[src/rtl/mixmul_pkg.sv]
package mixmul_pkg;

   typedef enum logic [2:0] {
      MM_SS  = 3'd0,
      MM_UU  = 3'd1,
      MM_US  = 3'd2,
      MM_SU  = 3'd3,
      MM_SL  = 3'd4,
      MM_UL  = 3'd5,
      MM_NB  = 3'd6,
      MM_RSV = 3'd7
   } mm_mode_e;

   localparam int MM_STYLE_INFER = 0;
   localparam int MM_STYLE_PPSUM = 1;

endpackage

[src/rtl/mixmul_extend.sv]
module mixmul_extend #(
   parameter int W = 16
) (
   input  logic [W-1:0] val,
   input  logic         sgn,
   output logic [W:0]   ext
);

   if (W < 1) begin : g_bad_w
      $error("mixmul_extend: W must be at least 1");
   end

   assign ext = {sgn & val[W-1], val};

endmodule

[src/rtl/mixmul_array.sv]
module mixmul_array
   import mixmul_pkg::*;
#(
   parameter int W     = 17,
   parameter int STYLE = MM_STYLE_INFER
) (
   input  logic [W-1:0]   a,
   input  logic [W-1:0]   b,
   output logic [2*W-1:0] p
);

   localparam int PW = 2 * W;

   logic [PW-1:0] a_wide;
   assign a_wide = {{W{a[W-1]}}, a};

   if (W < 2) begin : g_bad_w
      $error("mixmul_array: W must be at least 2");
   end

   if (STYLE == MM_STYLE_INFER) begin : g_infer
      logic signed [PW-1:0] as_w;
      logic signed [PW-1:0] bs_w;
      assign as_w = $signed(a_wide);
      assign bs_w = $signed({{W{b[W-1]}}, b});
      assign p    = as_w * bs_w;
   end else if (STYLE == MM_STYLE_PPSUM) begin : g_ppsum
      logic [PW-1:0] pp [W];
      for (genvar i = 0; i < W; i++) begin : g_row
         if (i < W - 1) begin : g_pos
            assign pp[i] = b[i] ? (a_wide << i) : '0;
         end else begin : g_neg
            assign pp[i] = b[i] ? (~(a_wide << i) + PW'(1)) : '0;
         end
      end
      always_comb begin
         p = '0;
         for (int k = 0; k < W; k++) begin
            p = p + pp[k];
         end
      end
   end else begin : g_bad_style
      $error("mixmul_array: unknown STYLE");
   end

endmodule

[src/rtl/mixmul_unit.sv]
module mixmul_unit
   import mixmul_pkg::*;
#(
   parameter int OPW         = 16,
   parameter int LITW        = 5,
   parameter int NARW        = 8,
   parameter int ARRAY_STYLE = MM_STYLE_INFER
) (
   input  logic              clk,
   input  logic              rst_n,
   input  logic              in_valid,
   input  logic [2:0]        mode,
   input  logic [OPW-1:0]    opa,
   input  logic [OPW-1:0]    opb,
   input  logic [LITW-1:0]   lit,
   output logic              out_valid,
   output logic [2*OPW-1:0]  product
);

   localparam int EXTW  = OPW + 1;
   localparam int PRODW = 2 * OPW;
   localparam int ARRW  = 2 * EXTW;
   localparam int LBND  = OPW + LITW;
   localparam int NBND  = 2 * NARW;

   if (OPW < 2) begin : g_chk_opw
      $error("mixmul_unit: OPW must be at least 2");
   end
   if (LITW < 1 || LITW >= OPW) begin : g_chk_litw
      $error("mixmul_unit: LITW must lie in 1..OPW-1");
   end
   if (NARW < 1 || NARW > OPW) begin : g_chk_narw
      $error("mixmul_unit: NARW must lie in 1..OPW");
   end

   mm_mode_e mode_e;
   assign mode_e = mm_mode_e'(mode);

   logic [OPW-1:0] a_val, b_val;
   logic           a_sgn, b_sgn;

   always_comb begin
      a_val = opa;
      b_val = opb;
      a_sgn = 1'b0;
      b_sgn = 1'b0;
      case (mode_e)
         MM_SS: begin a_sgn = 1'b1; b_sgn = 1'b1; end
         MM_US: b_sgn = 1'b1;
         MM_SU: a_sgn = 1'b1;
         MM_SL: begin a_sgn = 1'b1; b_val = OPW'(lit); end
         MM_UL: b_val = OPW'(lit);
         MM_NB: begin
            a_val = OPW'(opa[NARW-1:0]);
            b_val = OPW'(opb[NARW-1:0]);
         end
         default: ;
      endcase
   end

   logic [EXTW-1:0] a_ext, b_ext;
   logic [ARRW-1:0] arr_out;
   logic [PRODW-1:0] result;

   mixmul_extend #(.W(OPW)) u_ext_a (.val(a_val), .sgn(a_sgn), .ext(a_ext));
   mixmul_extend #(.W(OPW)) u_ext_b (.val(b_val), .sgn(b_sgn), .ext(b_ext));

   mixmul_array #(.W(EXTW), .STYLE(ARRAY_STYLE)) u_array (
      .a(a_ext),
      .b(b_ext),
      .p(arr_out)
   );

   assign result = (mode_e == MM_RSV) ? '0 : arr_out[PRODW-1:0];

   always_ff @(posedge clk or negedge rst_n) begin
      if (!rst_n) begin
         out_valid <= 1'b0;
         product   <= '0;
      end else begin
         out_valid <= in_valid;
         if (in_valid) begin
            product <= result;
         end
      end
   end

   AST_VALID_RISES: assert property (@(posedge clk) disable iff (!rst_n)
      in_valid |=> out_valid);
   AST_VALID_QUIET: assert property (@(posedge clk) disable iff (!rst_n)
      !in_valid |=> !out_valid);
   AST_IDLE_HOLD: assert property (@(posedge clk) disable iff (!rst_n)
      !in_valid |=> $stable(product));
   AST_NARROW_UPPER_ZERO: assert property (@(posedge clk) disable iff (!rst_n)
      (in_valid && mode_e == MM_NB) |=> (product >> NBND) == '0);
   AST_LIT_BOUND: assert property (@(posedge clk) disable iff (!rst_n)
      (in_valid && mode_e == MM_UL) |=> (product >> LBND) == '0);
   AST_RESERVED_ZERO: assert property (@(posedge clk) disable iff (!rst_n)
      (in_valid && mode_e == MM_RSV) |=> product == '0);

endmodule

[config.mk]
export PLATFORM = sky130hd
export DESIGN_NAME = mixmul_unit
export DESIGN_NICKNAME = d
export VERILOG_FILES = /design/src/rtl/mixmul_pkg.sv /design/src/rtl/mixmul_extend.sv /design/src/rtl/mixmul_array.sv /design/src/rtl/mixmul_unit.sv
export SDC_FILE = /design/constraint.sdc
export NUM_CORES = 1
export LEC_CHECK = 0
export BUFFER_PORTS_ARGS = -buffer_cell sky130_fd_sc_hd__buf_2
export CAP_MARGIN = 30
export CORE_MARGIN = 8
export CORE_UTILIZATION = 45
export CTS_BUF_LIST = sky130_fd_sc_hd__clkbuf_8
export DETAILED_ROUTE_END_ITERATION = 8
export SYNTH_ARGS = -nofsm -noshare
export SYNTH_HDL_FRONTEND = slang
export SYNTH_SLANG_ARGS = --single-unit
[constraint.sdc]
create_clock -name clk -period 2.4 [get_ports clk]
set_input_delay 0.48 -clock clk [delete_from_list [all_inputs] [get_ports clk]]
set_output_delay 0.48 -clock clk [all_outputs]
set_load 0.05 [all_outputs]
==> impl_metrics.py, run 1 <==
metrics = {
    "yosys": {
        "synth_area_leaders": "fa_1 47%, inv_1 9.8%, ha_1 8.5%, dfrtp_1 6.8%, nand2_1 5.7%",
        "synth_most_common_cell": "inv_1",
        "netlist_area_mm2": 0.0121,
        "synth_warnings": 0,
        "synth_commonest_cells": "316 x inv_1, 282 x fa_1, 185 x nand2_1",
        "seq_area_frac_synth_pct": 6.84,
        "async_flop_share_pct": 100,
        "synth-main-ff-cell": "dfrtp_1",
        "avgSynthCellArea_um2": 9.17,
        "synth_top_area_cell": "fa_1",
        "netlist.area_leader.share_pct": 46.7,
        "synth.distinct_cells": 65,
        "ys_ff_latch": 33,
        "syn_inst": 1318,
        "syn_nets": 1725,
        "synth_enable_flop_cells": 0,
    },
    "timing": {
        "report.final.slew_viol_count": 0,
        "hold_viol_final": 0,
        "worst_pin_slew_ps": 742,
        "slew_headroom_pct": 50.5,
        "setup_viol": 29,
        "finalWorstSetupSlack_ps": -3630,
        "rsz0062_at_grt": "yes",
        "period_share_pct": 251,
        "fin_crit_ps": 6030,
        "max_freq_ghz": 0.166,
        "finalClockSkew_ps": 0,
    },
    "cts": {
        "cts-buffers-inserted": 5,
        "postCtsHoldBufs": 0,
        "h-tree-depth": 2,
        "clk_path_buf_depth": 2,
        "cts_tree": "done",
        "insertion_delay_ps": 290,
        "clock-sinks": 33,
        "clkTransAtPathRegs_ps": 70,
        "root_buffer": "clkbuf_8",
    },
    "placement": {
        "dp_cells": 1896,
        "io_buffers": 75,
        "gp_congestion": 0.920,
        "hpwl_mm": 29.6,
    },
    "setup_path": {
        "cp.depth": 23,
        "path_buf_inv": 6,
        "rr_endpoint": "product[27]",
        "path_cells": "buf_12 > nand3b_1 > buf_12 > and2_4 > buf_12 > nand2_4 > fa_1 > fa_1 > fa_1 > fa_1 > inv_2 > fa_1 > inv_1 > fa_1 > inv_2 > ha_4 > nand2_1 > or3_4 > o211a_4 > o211ai_1 > a41oi_2 > xnor2_1 > a22o_1",
        "path_delay_family": "adder cells",
        "worst_ep_required_time_ps": 2590,
        "rrSetupSlack_ps": 1360,
        "cp_common_cell": "fa_1",
        "slowest_delay_ps": 590,
        "worstSetupPathType": "in2reg",
        "r2r_start": "product[27]",
        "cp_slowest_cell": "fa_1",
        "start_kind": "input port",
        "end_kind": "register",
        "worstPathArrival_ps": 6220,
        "path_max_fanout": 5,
        "r2r_cells": 2,
    },
    "die": {
        "initial_core_util_pct": 45.3,
        "std_cell_rows": 60,
        "io_pins": 76,
        "die_w_um": 180,
        "die_h_um": 180,
        "die_area_mm2": 0.0323,
        "core_mm2": 0.0267,
    },
    "route": {
        "wl_per_cell_um": 18.3,
        "routed-via-count": 9959,
        "route.detailed.drc": 0,
        "viasPerCell": 5.12,
        "drtPass1Iterations": 4,
        "postRouteAntennaNets": 0,
        "drt-total-wl_mm": 35.6,
        "drt-initial-drc-count": 473,
    },
    "layout": {
        "fillers": 2183,
        "num_antenna_cells": 0,
        "final_layout_size_suffix_gt1_share_pct": 34.5,
        "fin_nets": 2011,
        "fin_cells": 1946,
        "multi_input_area_mm2": 0.0110,
        "syn_to_final_growth_pct": 34.8,
        "regArea_um2": 826,
    },
    "global_route": {
        "grt_pass1_vias": 11300,
        "grt_pass1_wl_mm": 57.7,
        "grt_max_degree": 34,
        "gr-total-overflow": 0,
        "globalRouteTotalUtil_pct": 22.4,
        "antenna_found_initial": 0,
    },
    "run": {
        "cap_violations": 0,
    },
    "run_status": {
        "status": "finished, violations left",
        "violations": "negative setup slack",
    },
    "min_path": {
        "min_path_type": "in2async",
    },
}
==> cells in the final DEF, fill, tap and decap left out, types with 5 or more instances in the layout <==
cell type,n
buf_4,189
inv_2,28
o21ai_2,9
ha_4,30
fa_2,12
nor2_1,64
dfrtp_1,33
fa_1,270
buf_2,72
inv_1,289
and2_4,17
nand2_4,9
nand2_2,25
a22o_1,22
and3_1,45
nor3_2,6
buf_6,39
ha_1,47
a21oi_2,13
xnor2_1,19
nand2_1,151
ha_2,5
a21o_1,10
clkbuf_8,6
nor2b_1,9
nor2b_4,5
nor3b_1,7
o21a_1,5
and2_1,24
nand3_1,5
buf_12,25
==> kinds of logic after synthesis <==
family / count (synthesis) / synth area share (%)
muxes: 3 / 0.249
DFF: 33 / 6.84
and+or+nand+nor: 412 / 16.6
AOI/OAI and AO/OA: 113 / 7.42
xor gates and xnor gates: 28 / 2.37
buffers and inverters: 365 / 11.4
adders and majority gates: 364 / 55.2
==> worst register-to-register path, cell delays in order, from the launching register on <==
cell and delay (ps):
dfrtp_1 380, a211o_1 280, a211o_1 270
==> what timing repair did <==
action / in CTS / in global routing
pin swaps: 81 / 45
endpoints found under the hold margin: 0 / 0
resized for setup: 139 / 93
endpoints found under the setup margin: 30 / 30
gates cloned: 2 / 1
buffers inserted: 29 / 22
==> worst max path at each step <==
| stage | startpoint | endpoint | slack, ps |
|---|---|---|---|
| after floorplan | mode[1] | product[29] | -3470 |
| after global placement | mode[1] | product[29] | -3990 |
| after detailed placement | mode[2] | product[31] | -4040 |
| after CTS | mode[0] | product[23] | -3580 |
| after global routing | mode[1] | product[23] | -3800 |
| final | mode[0] | product[23] | -3630 |
==> metal layers <==
layer  vias to the layer above  part of all wire, %  track usage (%)
li1                       4543                    -                -
met1                      5102                   38             26.0
met2                       237                   52             41.4
met3                        77                  4.9             3.59
met4                         0                  4.4             7.04
met5                         -                    0                0
==> metrics by stage <==
stage	utilization (%)	hold slack (ps)	setup slack (ps)	instance area, um2	TNS [ps]
6_report	61.1	246	-3630	16300	-86660
3_5_place_dp	55.9	483	-4040	14900	-98260
2_1_floorplan	-	184	-3470	12600	-81540
5_1_grt	61.1	304	-3800	16300	-91240
3_3_place_gp	55.9	478	-3990	14900	-97460
4_1_cts	59.5	254	-3580	15800	-85190
==> sequential cells by signal (all words and copies together) (netlist names) <==
register	cells
out_valid	1
product	32
==> area by class of cell <==
type / count / share of cell area [%]
multi-input combinational: 921 / 67.3
timing repair buffer: 327 / 17.0
inverter: 316 / 7.28
sequential: 33 / 5.07
tap: 341 / 2.62
clock buffer: 6 / 0.507
clock inverter: 2 / 0.207
Power of run 1 is not shown: default switching activity piles up to over one toggle a cycle in this logic, so the estimate is an artifact.
==> inputs of run 2 (changes only) <==
--- a/config.mk
+++ b/config.mk
@@ -11,6 +11,7 @@
 export CORE_UTILIZATION = 45
 export CTS_BUF_LIST = sky130_fd_sc_hd__clkbuf_8
 export DETAILED_ROUTE_END_ITERATION = 8
+export PLACE_DENSITY = 0.72
 export SYNTH_ARGS = -nofsm -noshare
 export SYNTH_HDL_FRONTEND = slang
 export SYNTH_SLANG_ARGS = --single-unit
==> impl_metrics.py, run 2 (same netlist as run 1, synthesis figures left out) <==
metrics = {
    "run_status": {
        "status": "finished, violations left",
        "violations": "negative setup slack",
    },
    "placement": {
        "place_area_mm2": 0.0148,
        "gp_congestion": 0.915,
        "dp_slack_ps": -4050,
        "hpwl_mm": 28.9,
        "io_buffers": 75,
    },
    "setup_path": {
        "path_buf_inv": 9,
        "cp_common_cell": "fa_1",
        "r2r_start": "product[27]",
        "crit_start": "mode[0]",
        "worst_ep_required_time_ps": 2590,
        "start_kind": "input port",
        "path_delay_family": "adder cells",
        "worstPathArrival_ps": 6320,
        "end_kind": "register",
        "path_max_fanout": 5,
        "slowest_delay_ps": 570,
        "worstSetupPathType": "in2reg",
        "cp_slowest_cell": "fa_1",
    },
    "global_route": {
        "grt_max_degree": 34,
        "gr-total-overflow": 0,
        "grt_pass1_wl_mm": 59.0,
        "grt_pass1_vias": 11700,
        "antenna_found_initial": 0,
        "globalRouteTotalUtil_pct": 22.6,
    },
    "layout": {
        "syn_to_final_growth_pct": 34.6,
        "mostFrequentLayoutCell": "inv_1",
        "design_area_mm2": 0.0163,
        "reg.largest.list": "product (32), out_valid (1)",
        "layout_common_cells": "291 x inv_1, 269 x fa_1, 191 x buf_4",
        "regMostFlops": "product",
        "num_antenna_cells": 0,
        "fin_nets": 2014,
        "final_layout_size_suffix_gt1_share_pct": 33.1,
        "largest_register_ffs": 32,
    },
    "timing": {
        "slew_headroom_pct": 47.7,
        "finalWorstSetupSlack_ps": -3720,
        "period_share_pct": 255,
        "max_freq_ghz": 0.163,
        "setup_viol": 30,
        "report.final.slew_viol_count": 0,
        "fin_crit_ps": 6120,
        "hold_viol_final": 0,
        "rsz0062_at_grt": "yes",
        "finalClockSkew_ps": 0,
        "worst_pin_slew_ps": 785,
    },
    "cts": {
        "cts-buffers-inserted": 5,
        "h-tree-depth": 2,
        "clk_path_buf_depth": 2,
        "insertion_delay_ps": 310,
        "clock-sinks": 33,
        "root_buffer": "clkbuf_8",
        "postCtsHoldBufs": 0,
        "cts_tree": "done",
        "clkTransAtPathRegs_ps": 80,
    },
    "min_path": {
        "min_path_type": "in2async",
    },
    "route": {
        "drtPass1Iterations": 5,
        "drt-total-wl_mm": 38.3,
        "wl_per_cell_um": 19.6,
        "postRouteAntennaNets": 0,
        "routed-via-count": 10600,
        "drt-initial-drc-count": 582,
        "route.detailed.drc": 0,
        "viasPerCell": 5.43,
    },
    "die": {
        "die_h_um": 180,
        "initial_core_util_pct": 45.3,
        "std_cell_rows": 60,
        "die_w_um": 180,
        "io_pins": 76,
        "die_area_mm2": 0.0323,
        "core_mm2": 0.0267,
    },
    "run": {
        "cap_violations": 0,
    },
}
run 2: path summary, 6_finish.rpt:
check / slack [ps] / end / cells after the start
max: -3720 / product[22] / 25
min: 250 / product[9] / 1
max reg2reg: 1350 / product[27] / 2
min reg2reg: 510 / product[22] / 1
max in group asynchronous: 1640 / product[28] / 1
min in group clk: 390 / out_valid / 1
run 2: metrics by stage:
step | instances | utilization [%] | hold slack [ps] | TNS (ps)
6_report | 1949 | 61.0 | 252 | -91120
5_1_grt | 1949 | 61.0 | 295 | -95910
4_1_cts | 1929 | 59.1 | 251 | -86920
3_5_place_dp | 1887 | 55.4 | 492 | -99910
3_3_place_gp | 1887 | 55.4 | 484 | -97910
2_1_floorplan | 1318 | - | 184 | -81540
run 2: cell type report:
cell class / instances / area (um2)
clock buffers: 5 / 68.8
fillers: 2044 / 10400
flip-flops and latches: 33 / 826
repair buffers: 330 / 2800
inverters: 316 / 1190
clock inverters: 3 / 17.5
multi-input cells: 921 / 10900
well taps: 341 / 427
run 2: routing by layer:
layer / wire length (um) / GRT usage [%]
met1: 13900 / 26.5
met2: 19900 / 41.7
met3: 2430 / 3.21
met4: 2070 / 7.84
met5: 0 / 0
run 2: timing repair:
action,4_1_cts,5_1_grt
pin swaps,70,81
buffers inserted,30,25
resized for setup,122,86
gates cloned,4,1
setup endpoints to repair,30,30
Power of run 2 is left out for the same reason.
